==> config.mk <==
export PLATFORM = sky130hd
export DESIGN_NAME = sirq_ctrl
export DESIGN_NICKNAME = d
export VERILOG_FILES = /design/src/rtl/sirq_pkg.sv /design/src/rtl/sirq_sticky.sv /design/src/rtl/sirq_card.sv /design/src/rtl/sirq_line.sv /design/src/rtl/sirq_ctrl.sv
export SDC_FILE = /design/constraint.sdc
export NUM_CORES = 1
export LEC_CHECK = 0
export BUFFER_PORTS_ARGS = -buffer_cell sky130_fd_sc_hd__buf_2
export CORE_MARGIN = 2
export CORE_UTILIZATION = 45
export CTS_BUF_LIST = sky130_fd_sc_hd__clkbuf_8
export CTS_CLUSTER_DIAMETER = 60
export DETAILED_ROUTE_END_ITERATION = 12
export PLACE_DENSITY_LB_ADDON = 0.05
export SLEW_MARGIN = 30
export SYNTH_ARGS = -nofsm -noshare
export SYNTH_HDL_FRONTEND = slang
export SYNTH_SLANG_ARGS = --single-unit
==> constraint.sdc <==
create_clock -name clk -period 2.9 [get_ports clk]
set_input_delay 0.435 -clock clk [delete_from_list [all_inputs] [get_ports clk]]
set_output_delay 0.435 -clock clk [all_outputs]
set_load 0.1 [all_outputs]
==> src/rtl/sirq_pkg.sv <==
package sirq_pkg;
   localparam int REG_W = 32;
   localparam int AW    = 3;

   localparam logic [AW-1:0] A_CTRL  = 3'd0;
   localparam logic [AW-1:0] A_MASK  = 3'd1;
   localparam logic [AW-1:0] A_MSTAT = 3'd2;
   localparam logic [AW-1:0] A_RSTAT = 3'd3;
   localparam logic [AW-1:0] A_CSTAT = 3'd4;
   localparam logic [AW-1:0] A_DSTAT = 3'd5;

   localparam int BIT_IEN   = 4;
   localparam int BIT_INS   = 30;
   localparam int BIT_REM   = 31;
   localparam int BIT_PRES  = 8;
   localparam int BIT_EMPTY = 2;
   localparam int BIT_LVL   = 17;

   localparam logic [REG_W-1:0] CTRL_RST     = 32'h0000_0300;
   localparam logic [REG_W-1:0] CTRL_SELFCLR = 32'h0000_0007;
   localparam logic [REG_W-1:0] CARD_BITS    = (32'h1 << BIT_INS) | (32'h1 << BIT_REM);
endpackage

==> src/rtl/sirq_sticky.sv <==
module sirq_sticky #(
   parameter int           W        = 32,
   parameter logic [W-1:0] CLR_MASK = '1
) (
   input  logic         clk,
   input  logic         rst_n,
   input  logic [W-1:0] set_i,
   input  logic [W-1:0] hw_clr_i,
   input  logic         sw_wr_i,
   input  logic [W-1:0] sw_data_i,
   output logic [W-1:0] q_o
);
   localparam logic [W-1:0] KEEP = ~CLR_MASK;

   logic [W-1:0] sw_clr;
   logic [W-1:0] q_n;

   always_comb begin
      sw_clr = sw_wr_i ? (sw_data_i & CLR_MASK) : '0;
      q_n    = (q_o & ~sw_clr & ~hw_clr_i) | set_i;
   end

   always_ff @(posedge clk) begin
      if (!rst_n) q_o <= '0;
      else        q_o <= q_n;
   end

   AST_SET_WINS: assert property (@(posedge clk) disable iff (!rst_n)
      (|set_i) |=> ((q_o & $past(set_i)) == $past(set_i)));

   AST_KEEP_FIXED: assert property (@(posedge clk) disable iff (!rst_n)
      (sw_wr_i && hw_clr_i == '0) |=> ((~q_o & $past(q_o) & KEEP) == '0));
endmodule

==> src/rtl/sirq_card.sv <==
module sirq_card (
   input  logic clk,
   input  logic rst_n,
   input  logic card_i,
   input  logic pres_clr_i,
   output logic ins_o,
   output logic rem_o,
   output logic present_o
);
   logic card_q;

   assign ins_o = card_i & ~card_q;
   assign rem_o = ~card_i & card_q;

   always_ff @(posedge clk) begin
      if (!rst_n) begin
         card_q    <= 1'b1;
         present_o <= 1'b1;
      end else begin
         card_q <= card_i;
         if (ins_o)           present_o <= 1'b1;
         else if (rem_o)      present_o <= 1'b0;
         else if (pres_clr_i) present_o <= 1'b0;
      end
   end

   AST_PRES_ON_INSERT: assert property (@(posedge clk) disable iff (!rst_n)
      $rose(card_i) |=> present_o);

   AST_PRES_ON_REMOVE: assert property (@(posedge clk) disable iff (!rst_n)
      $fell(card_i) |=> !present_o);
endmodule

==> src/rtl/sirq_line.sv <==
module sirq_line #(
   parameter int W = 32
) (
   input  logic         clk,
   input  logic         rst_n,
   input  logic         en_i,
   input  logic [W-1:0] raw_i,
   input  logic [W-1:0] mask_i,
   output logic         irq_o
);
   always_ff @(posedge clk) begin
      if (!rst_n) irq_o <= 1'b0;
      else        irq_o <= en_i & (|(raw_i & mask_i));
   end

   AST_IRQ_GATED: assert property (@(posedge clk) disable iff (!rst_n)
      irq_o |-> $past(en_i));

   AST_IRQ_LAG: assert property (@(posedge clk) disable iff (!rst_n)
      $rose(irq_o) |-> $past(|(raw_i & mask_i)));
endmodule

==> src/rtl/sirq_ctrl.sv <==
module sirq_ctrl
   import sirq_pkg::*;
#(
   parameter int DMA_W     = 16,
   parameter int DMA_CLR_W = 10
) (
   input  logic             clk,
   input  logic             rst_n,
   input  logic             reg_wr,
   input  logic [AW-1:0]    reg_addr,
   input  logic [REG_W-1:0] reg_wdata,
   output logic [REG_W-1:0] reg_rdata,
   input  logic [REG_W-1:0] evt_set,
   input  logic [DMA_W-1:0] dma_set,
   input  logic             card_in,
   input  logic             data_ready,
   output logic             irq_o
);
   localparam logic [DMA_W-1:0] DMA_CLR_MASK = DMA_W'((64'h1 << DMA_CLR_W) - 1);

   generate
      if (DMA_CLR_W < 1 || DMA_CLR_W > DMA_W) begin : g_bad_clr
         $error("DMA_CLR_W must lie in 1..DMA_W");
      end
      if (DMA_W > REG_W) begin : g_bad_dma
         $error("DMA_W must not exceed the register width");
      end
   endgenerate

   logic [REG_W-1:0] ctrl_q, mask_q, raw_q;
   logic [DMA_W-1:0] dma_q;
   logic [REG_W-1:0] dma_rd;
   logic             ins, rem, present;
   logic             wr_ctrl, wr_mask, wr_raw, wr_dma, wr_cstat;
   logic [REG_W-1:0] raw_set, raw_hw_clr;

   assign wr_ctrl  = reg_wr && reg_addr == A_CTRL;
   assign wr_mask  = reg_wr && reg_addr == A_MASK;
   assign wr_raw   = reg_wr && (reg_addr == A_MSTAT || reg_addr == A_RSTAT);
   assign wr_dma   = reg_wr && reg_addr == A_DSTAT;
   assign wr_cstat = reg_wr && reg_addr == A_CSTAT;

   always_ff @(posedge clk) begin
      if (!rst_n) begin
         ctrl_q <= CTRL_RST;
         mask_q <= '0;
      end else begin
         if (wr_ctrl) ctrl_q <= reg_wdata & ~CTRL_SELFCLR;
         if (wr_mask) mask_q <= reg_wdata;
      end
   end

   sirq_card u_card (
      .clk        (clk),
      .rst_n      (rst_n),
      .card_i     (card_in),
      .pres_clr_i (wr_cstat && reg_wdata[BIT_PRES]),
      .ins_o      (ins),
      .rem_o      (rem),
      .present_o  (present)
   );

   always_comb begin
      raw_set    = evt_set & ~CARD_BITS;
      raw_hw_clr = '0;
      if (ins) begin
         raw_set[BIT_INS]    = 1'b1;
         raw_hw_clr[BIT_REM] = 1'b1;
      end
      if (rem) begin
         raw_set[BIT_REM]    = 1'b1;
         raw_hw_clr[BIT_INS] = 1'b1;
      end
   end

   sirq_sticky #(.W(REG_W), .CLR_MASK('1)) u_raw (
      .clk       (clk),
      .rst_n     (rst_n),
      .set_i     (raw_set),
      .hw_clr_i  (raw_hw_clr),
      .sw_wr_i   (wr_raw),
      .sw_data_i (reg_wdata),
      .q_o       (raw_q)
   );

   sirq_sticky #(.W(DMA_W), .CLR_MASK(DMA_CLR_MASK)) u_dma (
      .clk       (clk),
      .rst_n     (rst_n),
      .set_i     (dma_set),
      .hw_clr_i  ('0),
      .sw_wr_i   (wr_dma),
      .sw_data_i (reg_wdata[DMA_W-1:0]),
      .q_o       (dma_q)
   );

   generate
      if (DMA_W < REG_W) begin : g_dma_ext
         assign dma_rd = {{(REG_W-DMA_W){1'b0}}, dma_q};
      end else begin : g_dma_full
         assign dma_rd = dma_q;
      end
   endgenerate

   sirq_line #(.W(REG_W)) u_line (
      .clk    (clk),
      .rst_n  (rst_n),
      .en_i   (ctrl_q[BIT_IEN]),
      .raw_i  (raw_q),
      .mask_i (mask_q),
      .irq_o  (irq_o)
   );

   always_comb begin
      reg_rdata = '0;
      case (reg_addr)
         A_CTRL:  reg_rdata = ctrl_q;
         A_MASK:  reg_rdata = mask_q;
         A_MSTAT: reg_rdata = raw_q & mask_q;
         A_RSTAT: reg_rdata = raw_q;
         A_CSTAT: begin
            reg_rdata[BIT_PRES] = present;
            if (data_ready) reg_rdata[BIT_LVL]   = 1'b1;
            else            reg_rdata[BIT_EMPTY] = 1'b1;
         end
         A_DSTAT: reg_rdata = dma_rd;
         default: reg_rdata = '0;
      endcase
   end

   AST_INS_REM_EXCL: assert property (@(posedge clk) disable iff (!rst_n)
      !(raw_q[BIT_INS] && raw_q[BIT_REM]));

   AST_CTRL_LOW_ZERO: assert property (@(posedge clk) disable iff (!rst_n)
      $past(wr_ctrl) |-> (ctrl_q[2:0] == 3'b000));
endmodule

Word level (Yosys, flattened, before mapping)
Cells that the tools add are included.
W data, S select, Z words.
{"block": "word_totals", "input_bits": 88, "regBits": 112, "wordCells": 53, "output_inout_bits": 33}
{"block": "op_classes", "n_eq_ne": 5, "bitwise_logic": 15, "n_reduce_logical": 11, "n_mux": 15}
{"cell": "$and A32 B32 Y32", "n": 3}
{"cell": "$not A32 Y32", "n": 2}
{"cell": "$pmux W14 S4", "n": 1}
{"cell": "$pmux W8 S5", "n": 1}
{"cell": "$mux W32", "n": 1}
{"cell": "$or A32 B32 Y32", "n": 1}
{"cell": "$reduce_or A32 Y1", "n": 1}
{"cell": "$pmux W5 S5", "n": 1}
{"cell": "$and A16 B16 Y16", "n": 1}
{"cell": "$not A16 Y16", "n": 1}
{"cell": "$or A16 B16 Y16", "n": 1}
{"cell": "$mux W10", "n": 1}
{"cell": "$pmux W1 S5", "n": 2}
{"cell": "$pmux W2 S4", "n": 1}
{"cell": "$eq A3 B2 Y1 const B", "n": 2}
{"cell": "$eq A3 B3 Y1 const B", "n": 2}
{"cell": "$logic_and A1 B1 Y1", "n": 6}
{"cell": "$mux W1", "n": 6}
{"cell": "$pmux W1 S6", "n": 1}
{"cell": "$and A1 B1 Y1", "n": 3}
{"cell": "$eq A3 B1 Y1 const B", "n": 1}
{"cell": "$logic_not A3 Y1", "n": 1}
{"cell": "$not A1 Y1", "n": 3}
{"cell": "$reduce_bool A2 Y1", "n": 1}
{"cell": "2 further kinds", "n": 2}

Longest topological paths before layout
Gate-level depths: netlist (run 1).
{"block": "logic_depth", "word_depth": 8, "ltp_mapped": 8, "depth_no_buf": 4}

Cells and area by module
A second synthesis (run 1) with hierarchy kept.
{"block": "unflattened", "cells_unflattened": 652, "area_unflattened_um2": 5445.2}
{"mod": "sirq_ctrl", "area_each_um2": 3249.4, "seq_area_each_um2": 1221.2, "n_inst": 1, "cells_per_inst": 428}
{"mod": "sirq_sticky (u_raw)", "area_each_um2": 1286.2, "seq_area_each_um2": 640.6, "n_inst": 1, "cells_per_inst": 134}
{"mod": "sirq_sticky (u_dma)", "area_each_um2": 619.3, "seq_area_each_um2": 320.3, "n_inst": 1, "cells_per_inst": 61}
{"mod": "sirq_line", "area_each_um2": 203.9, "seq_area_each_um2": 20.0, "n_inst": 1, "cells_per_inst": 21}
{"mod": "sirq_card", "area_each_um2": 86.3, "seq_area_each_um2": 40.0, "n_inst": 1, "cells_per_inst": 8}

Least setup slack after synthesis (run 1)
Ideal clock, no wire load.
{"block": "synth_path", "path_kind": "input-to-output", "start": "input port reg_addr[2]", "end": "output port reg_rdata[10]", "n_path_buf": 2, "slack_ns": -0.764, "required_ns": 2.465, "arrival_ns": 3.229, "stages": 5, "cell_sequence": "clkbuf_1 and2_1 clkbuf_1 a21oi_1 o21ai_0"}
{"block": "synth_between", "elab_chain_cells": 2, "word_cells_on_any_way": 6, "cone_classes": "eq/ne (4); mux (1); reduce/logical (1)"}
{"element": "start: declaration", "line_no": "sirq_ctrl.sv:10", "rtl": "input logic [AW-1:0] reg_addr,"}
{"element": "$eq A3 B3 Y1 (tied with other cells)", "line_no": "sirq_ctrl.sv:115", "rtl": "case (reg_addr)"}
{"element": "$pmux W8 S5 (*)", "line_no": "sirq_ctrl.sv:115"}
{"element": "end: declaration", "line_no": "sirq_ctrl.sv:12", "rtl": "output logic [REG_W-1:0] reg_rdata,"}
Every way passes the cells marked *; elsewhere a longest branch is shown, timed or not.

Worst setup path in the final report (run 1)
{"block": "layout_path", "start": "input port reg_addr[1]", "end": "output port reg_rdata[8]"}
{"block": "layout_between", "elab_chain_cells": 2, "word_cells_on_any_way": 7, "cone_classes": "eq/ne (5); mux (1); reduce/logical (1)"}
{"element": "$eq A3 B3 Y1 (tied with other cells)", "line_no": "sirq_ctrl.sv:115"}
{"element": "$pmux W1 S6 (*)", "line_no": "sirq_ctrl.sv:115"}
Marks and branches as above.

==> results.toml, run 1 <==
[run_status]
status = "completed"

[synth]
synth_edf_count = 0
yosys_warnings = 0
synth_cell_types = 34
ys_async_sr_fraction = 0
synth_cells = 624
synth_nets = 712
synth_ff_type = "dfxtp_1"
ys_seq_area_frac = 0.4401
synth-seq-cells = 112
avgSynthCellArea_um2 = 8.165
synthesis.area_um2 = 5095

[worst_setup_path]
crit_family = "buffers and inverters"
crit_slowest_cell = "buf_2"
r2r-start = "u_raw.q_o[12]$_SDFF_PN0_"
path_buf_inv = 4
worst_setup_path_start_kind = "input port"
r2r-end = "u_line.irq_o$_SDFF_PN0_"
path_cells = "buf_2 -> buf_4 -> nor2b_1 -> buf_4 -> o211ai_1 -> o211ai_1 -> buf_12"
path_depth = 7
path_class = "in -> out"
worstSetupEndpoint = "reg_rdata[8]"
crit_path_end_kind = "primary output"
critPathMaxStageDelay_ns = 0.40
crit_start = "reg_addr[1]"
regToRegSetupSlack_ns = 1.23
cp_max_fo = 23
worstPathArrival_ns = 2.01
cp.required_ns = 2.47
ff2ff_path_depth = 4

[floorplanning]
num_rows = 38
die_w_um = 110.4
io_pins = 121
initial_core_util = 0.4659
core_um2 = 10940
die-area_um2 = 12190
die_y_um = 110.4

[timing]
worstMarginPinSlew_ns = 0.8185
fmax_mhz = 409.8
setup_viol_count_final = 0
rsz0062_at_grt = "no"
post-route-period-util = 0.8416
fin_crit_ns = 2.441
fin_skew_ns = 0.01022
tns_ns = 0
slew_violations = 0
hold_viol = 0
slew_headroom = 0.4543
setup_ws_ns = 0.4595

[route]
routed_wl_mm = 15.04
dr.pass1.iters = 4
avgRoutedWirePerCell_um = 17.45
drc = 0
drtIter0Drc = 245
route.met2.wl_mm = 7.403
viasPerCell = 5.588
wl_met1_mm = 6.620
wl_met3_um = 800
ant_nets = 0
num_vias = 4817
top_layer_used = "met4"

[clock_tree]
cts_tree = "built"
cts_max_path_buffers = 2
clock-sinks = 112
postCtsHoldBufs = 0
cts.clk_slew.worst_paths_ns = 0.10
root_buffer = "clkbuf_8"
insertion_delay_ns = 0.37
cts_buffers = 9
ctsHtreeMaxLevel = 3
post-cts-setup-buffer-count = 0
cts_resized = 0

[layout]
drive_above_1_share = 0.2396
syn_to_final_growth_pct = 27.58
antenna_cells = 0
final_common_cell = "nand2_1"
layout.nets = 807
final_cell_mix = "nand2_1 (158), dfxtp_1 (112), buf_2 (89)"

[global_routing]
track_usage = 0.2442
grt_pass1_vias = 4730
grt-ovfl-total = 0
grt_pass1_wl_mm = 24.18
grt_antenna_before_repair = 0
grt_max_degree = 50

[place]
hpwl_mm = 10.33
pre_cts_ws_ns = 0.4699
gp_congestion = 0.8276
port_buffers = 118

[pwr]
power_density_nw_per_um2 = 519.6
total_leakage_power_nw = 2.596
irDropWorstVdd_uv = 337.5

[job]
cap_violations = 0

[worst_hold_path]
hold_path_class = "in -> reg"
flip-flops by register name, summed over array words and instances (netlist names):
| name | cells |
|---|---|
| ctrl_q | 29 |
| u_card.present_o | 1 |
| u_card.card_q | 1 |
| mask_q | 32 |
| u_line.irq_o | 1 |
| u_dma.q_o | 16 |
| u_raw.q_o | 32 |
logic make-up (layout without fill, tap and decap cells):
logic type,Yosys count,after routing,share of synthesized area
AND/OR/NAND/NOR,202,202,0.1648
flip-flops,112,112,0.4401
multiplexers,8,8,0.01572
buffers and inverters,72,170,0.05992
AO/OA/AOI/OAI,229,229,0.3178
XOR/XNOR,1,1,0.001719
routing by layer:
metal | vias to the layer above | track usage
li1 | 2341 | -
met1 | 2316 | 0.3095
met2 | 143 | 0.4164
met3 | 17 | 0.05434
met4 | 0 | 0.07167
met5 | - | 0
per-stage QoR:
step                      area [um2]  utilization  power, W  hold slack [ns]  instances
after global routing            6500       0.5944  0.003509           0.2374        862
after detailed placement        6294       0.5755  0.002411           0.4508        848
after CTS                       6500       0.5944  0.003403           0.2407        862
after floorplan                 5124            -  0.002120           0.4352        624
after global placement          6294       0.5755  0.002401           0.4403        848
final                           6500       0.5944  0.003378           0.2502        862
Yosys cell counts, types with 3 or more instances:
library cell / n / area [um2]
nand2_1: 158 / 593.1
dfxtp_1: 112 / 2242
a21oi_1: 60 / 300.3
a21boi_0: 54 / 405.4
o21a_1: 35 / 262.8
clkbuf_1: 32 / 120.1
inv_1: 23 / 86.33
a21boi_1: 17 / 127.6
o221a_2: 15 / 168.9
nor2b_1: 12 / 75.07
a22oi_1: 11 / 82.58
nor2_1: 11 / 41.29
buf_2: 10 / 50.05
o21ai_0: 10 / 50.05
o211ai_1: 9 / 67.56
mux2i_1: 8 / 80.08
o221ai_1: 6 / 52.55
nand3_1: 5 / 25.02
a221oi_1: 4 / 35.03
a22o_1: 4 / 35.03
buf_4: 4 / 30.03
nand2b_1: 4 / 25.02
nand4_1: 4 / 25.02
and2_1: 3 / 18.77
where the power goes:
part / internal [W] / switching [W]
sequential: 0.00161 / 0.0000479
combinational: 0.000272 / 0.000450
clock: 0.000481 / 0.000521
area by class of cell:
type | count | area, um2
clock buffers | 9 | 123.9
clock inverters | 5 | 82.58
fillers | 1032 | 4436
inverters | 23 | 86.33
multi-input cells | 440 | 2589
flip-flops and latches | 112 | 2242
well taps | 140 | 175.2
repair buffers | 133 | 1201
worst min-delay path by stage:
| stage | startpoint | endpoint | slack [ns] | cells after the start |
|---|---|---|---|---|
| final | dma_set[10] | u_dma.q_o[10]$_SDFF_PN0_ | 0.25 | 2 |
| after global routing | dma_set[10] | u_dma.q_o[10]$_SDFF_PN0_ | 0.24 | 2 |
| after CTS | dma_set[10] | u_dma.q_o[10]$_SDFF_PN0_ | 0.24 | 2 |
| after detailed placement | ctrl_q[27]$_SDFFE_PN0P_ | ctrl_q[27]$_SDFFE_PN0P_ | 0.45 | 2 |
| after global placement | ctrl_q[30]$_SDFFE_PN0P_ | ctrl_q[30]$_SDFFE_PN0P_ | 0.44 | 2 |
| after floorplan | ctrl_q[23]$_SDFFE_PN0P_ | ctrl_q[23]$_SDFFE_PN0P_ | 0.44 | 2 |
(Power assumes the default switching activity.)
==> inputs of run 2 (changes only) <==
==> constraint.sdc (replaced) <==
create_clock -name clk -period 2.2 [get_ports clk]
set_input_delay 0.33 -clock clk [delete_from_list [all_inputs] [get_ports clk]]
set_output_delay 0.33 -clock clk [all_outputs]
set_load 0.1 [all_outputs]
==> results.toml, run 2 (synthesis gave the netlist of run 1 again) <==
[timing]
setup_viol_count_final = 0
slew_violations = 0
fmax_mhz = 473.9
post-route-period-util = 0.9592
hold_viol = 0
worstMarginPinSlew_ns = 0.7240
rsz0062_at_grt = "no"
fin_skew_ns = 0.006543
whs_ns = 0.1394
slew_headroom = 0.5173
fin_crit_ns = 2.110
tns_ns = 0

[worst_setup_path]
path_class = "in -> out"
r2r-end = "u_line.irq_o$_SDFF_PN0_"
ff2ff_path_depth = 4
crit_path_end_kind = "primary output"
critPathMaxStageDelay_ns = 0.55
crit_slowest_cell = "xnor2_2"
worstSetupEndpoint = "reg_rdata[24]"
crit_start = "reg_addr[1]"
worstPathArrival_ns = 1.78
cp_max_fo = 10
regToRegSetupSlack_ns = 0.63
cp.required_ns = 1.87
r2r-start = "u_raw.q_o[15]$_SDFF_PN0_"
worst_setup_path_start_kind = "input port"
path_cells = "buf_2 -> xnor2_2 -> buf_4 -> o221a_2 -> buf_12"

[pwr]
switchingPower_w = 0.001341
pwr-share-clk = 0.284
power_frac_comb = 0.222
irDropWorstVdd_uv = 594.2
swShare = 0.3041
p_seq_frac = 0.494
total_leakage_power_nw = 2.643
internal_power_w = 0.003069
power_density_nw_per_um2 = 669.7

[route]
routed_wl_mm = 15.30
num_vias = 4836
ant_nets = 0
drtIter0Drc = 303
viasPerCell = 5.559
drc = 0
dr.pass1.iters = 4
avgRoutedWirePerCell_um = 17.59

[place]
port_buffers = 118
gp_congestion = 0.8888
place_inst = 854
place_area_um2 = 6387
hpwl_mm = 10.60

[global_routing]
grt_antenna_before_repair = 0
grt_pass1_wl_mm = 24.74
grt_max_degree = 66
track_usage = 0.2521
grt_pass1_vias = 4783
grt-ovfl-total = 0

[clock_tree]
cts_buffers = 9
post-cts-setup-buffer-count = 0
insertion_delay_ns = 0.38
cts_resized = 0
cts_tree = "built"
postCtsHoldBufs = 0
cts.clk_slew.worst_paths_ns = 0.10
root_buffer = "clkbuf_8"
ctsHtreeMaxLevel = 3
clock-sinks = 112
cts_max_path_buffers = 2

[worst_hold_path]
min_from = "dma_set[15]"
hold_path_class = "in -> reg"

[layout]
multi_input_area_um2 = 2608
drive_above_1_share = 0.2493
final_cell_mix = "nand2_1 (158), dfxtp_1 (112), buf_2 (87)"
antenna_cells = 0
seqCellArea_um2 = 2242
layout.nets = 813
fill_cells = 981
final_common_cell = "nand2_1"
stdcell_count = 870
reg_top3 = "mask_q (32), u_raw.q_o (32), ctrl_q (29)"
stdcell_area_um2 = 6586
syn_to_final_growth_pct = 29.27

[floorplanning]
initial_core_util = 0.4659
die_w_um = 110.4
die-area_um2 = 12190
core_um2 = 10940
die_y_um = 110.4
io_pins = 121
num_rows = 38

[job]
cap_violations = 0

[run_status]
status = "completed"
-- run 2: changes by cell type in the layout (fill, tap and decap cells not counted), sizes merged --
| cell | change |
|---|---|
| buf | +6 |
| bufinv | -1 |
| clkbuf | +2 |
| inv | +1 |
-- run 2: how the worst min path moves through the flow --
stage	cells past startpoint	to	slack (ns)
after CTS	2	u_dma.q_o[15]$_SDFF_PN0_	0.12
after detailed placement	2	ctrl_q[28]$_SDFFE_PN0P_	0.45
after global placement	2	ctrl_q[24]$_SDFFE_PN0P_	0.44
after floorplan	2	u_card.card_q$_SDFF_PN1_	0.43
after global routing	2	u_dma.q_o[15]$_SDFF_PN0_	0.11
final	2	u_dma.q_o[15]$_SDFF_PN0_	0.14
-- run 2: layout make-up --
type	instances	share of cell area
multi-input combinational	440	0.3959
clock inverter	5	0.007219
clock buffer	11	0.02299
inverter	23	0.01311
timing repair buffer	139	0.1938
tap	140	0.02660
sequential	112	0.3404
-- run 2: worst max-delay path, delay by kind of cell --
| family | cells | cell delay [ns] |
|---|---|---|
| compound gates | 1 | 0.25 |
| xor+xnor | 1 | 0.55 |
| buf+inv | 3 | 0.64 |
-- run 2: per-layer routing --
layer	vias up	share of wire	global-route usage	wire length (um)
met5	-	0	0	0
met4	0	0.021	0.07917	325
met3	20	0.064	0.06586	977
met2	155	0.47	0.4110	7261
met1	2302	0.44	0.3269	6739
li1	2359	-	-	-
-- run 2: per-stage QoR --
| step | worst slack (ns) | power (W) | util |
|---|---|---|---|
| 6_report | 0.08976 | 0.004411 | 0.6023 |
| 5_1_grt | 0.05219 | 0.004596 | 0.6023 |
| 4_1_cts | 0.09872 | 0.004443 | 0.6023 |
| 3_5_place_dp | 0.09989 | 0.003203 | 0.5841 |
| 3_3_place_gp | 0.1130 | 0.003188 | 0.5841 |
| 2_1_floorplan | -0.3724 | 0.002803 | - |
-- run 2: power groups by stage --
stage	Clock, W	Combinational (W)	Sequential (W)
final	0.00125	0.000978	0.00218
after global routing	0.00137	0.00103	0.00219
after CTS	0.00128	0.000981	0.00218
after detailed placement	0	0.000978	0.00222
after global placement	0	0.000966	0.00222
after floorplan	0	0.000599	0.00220
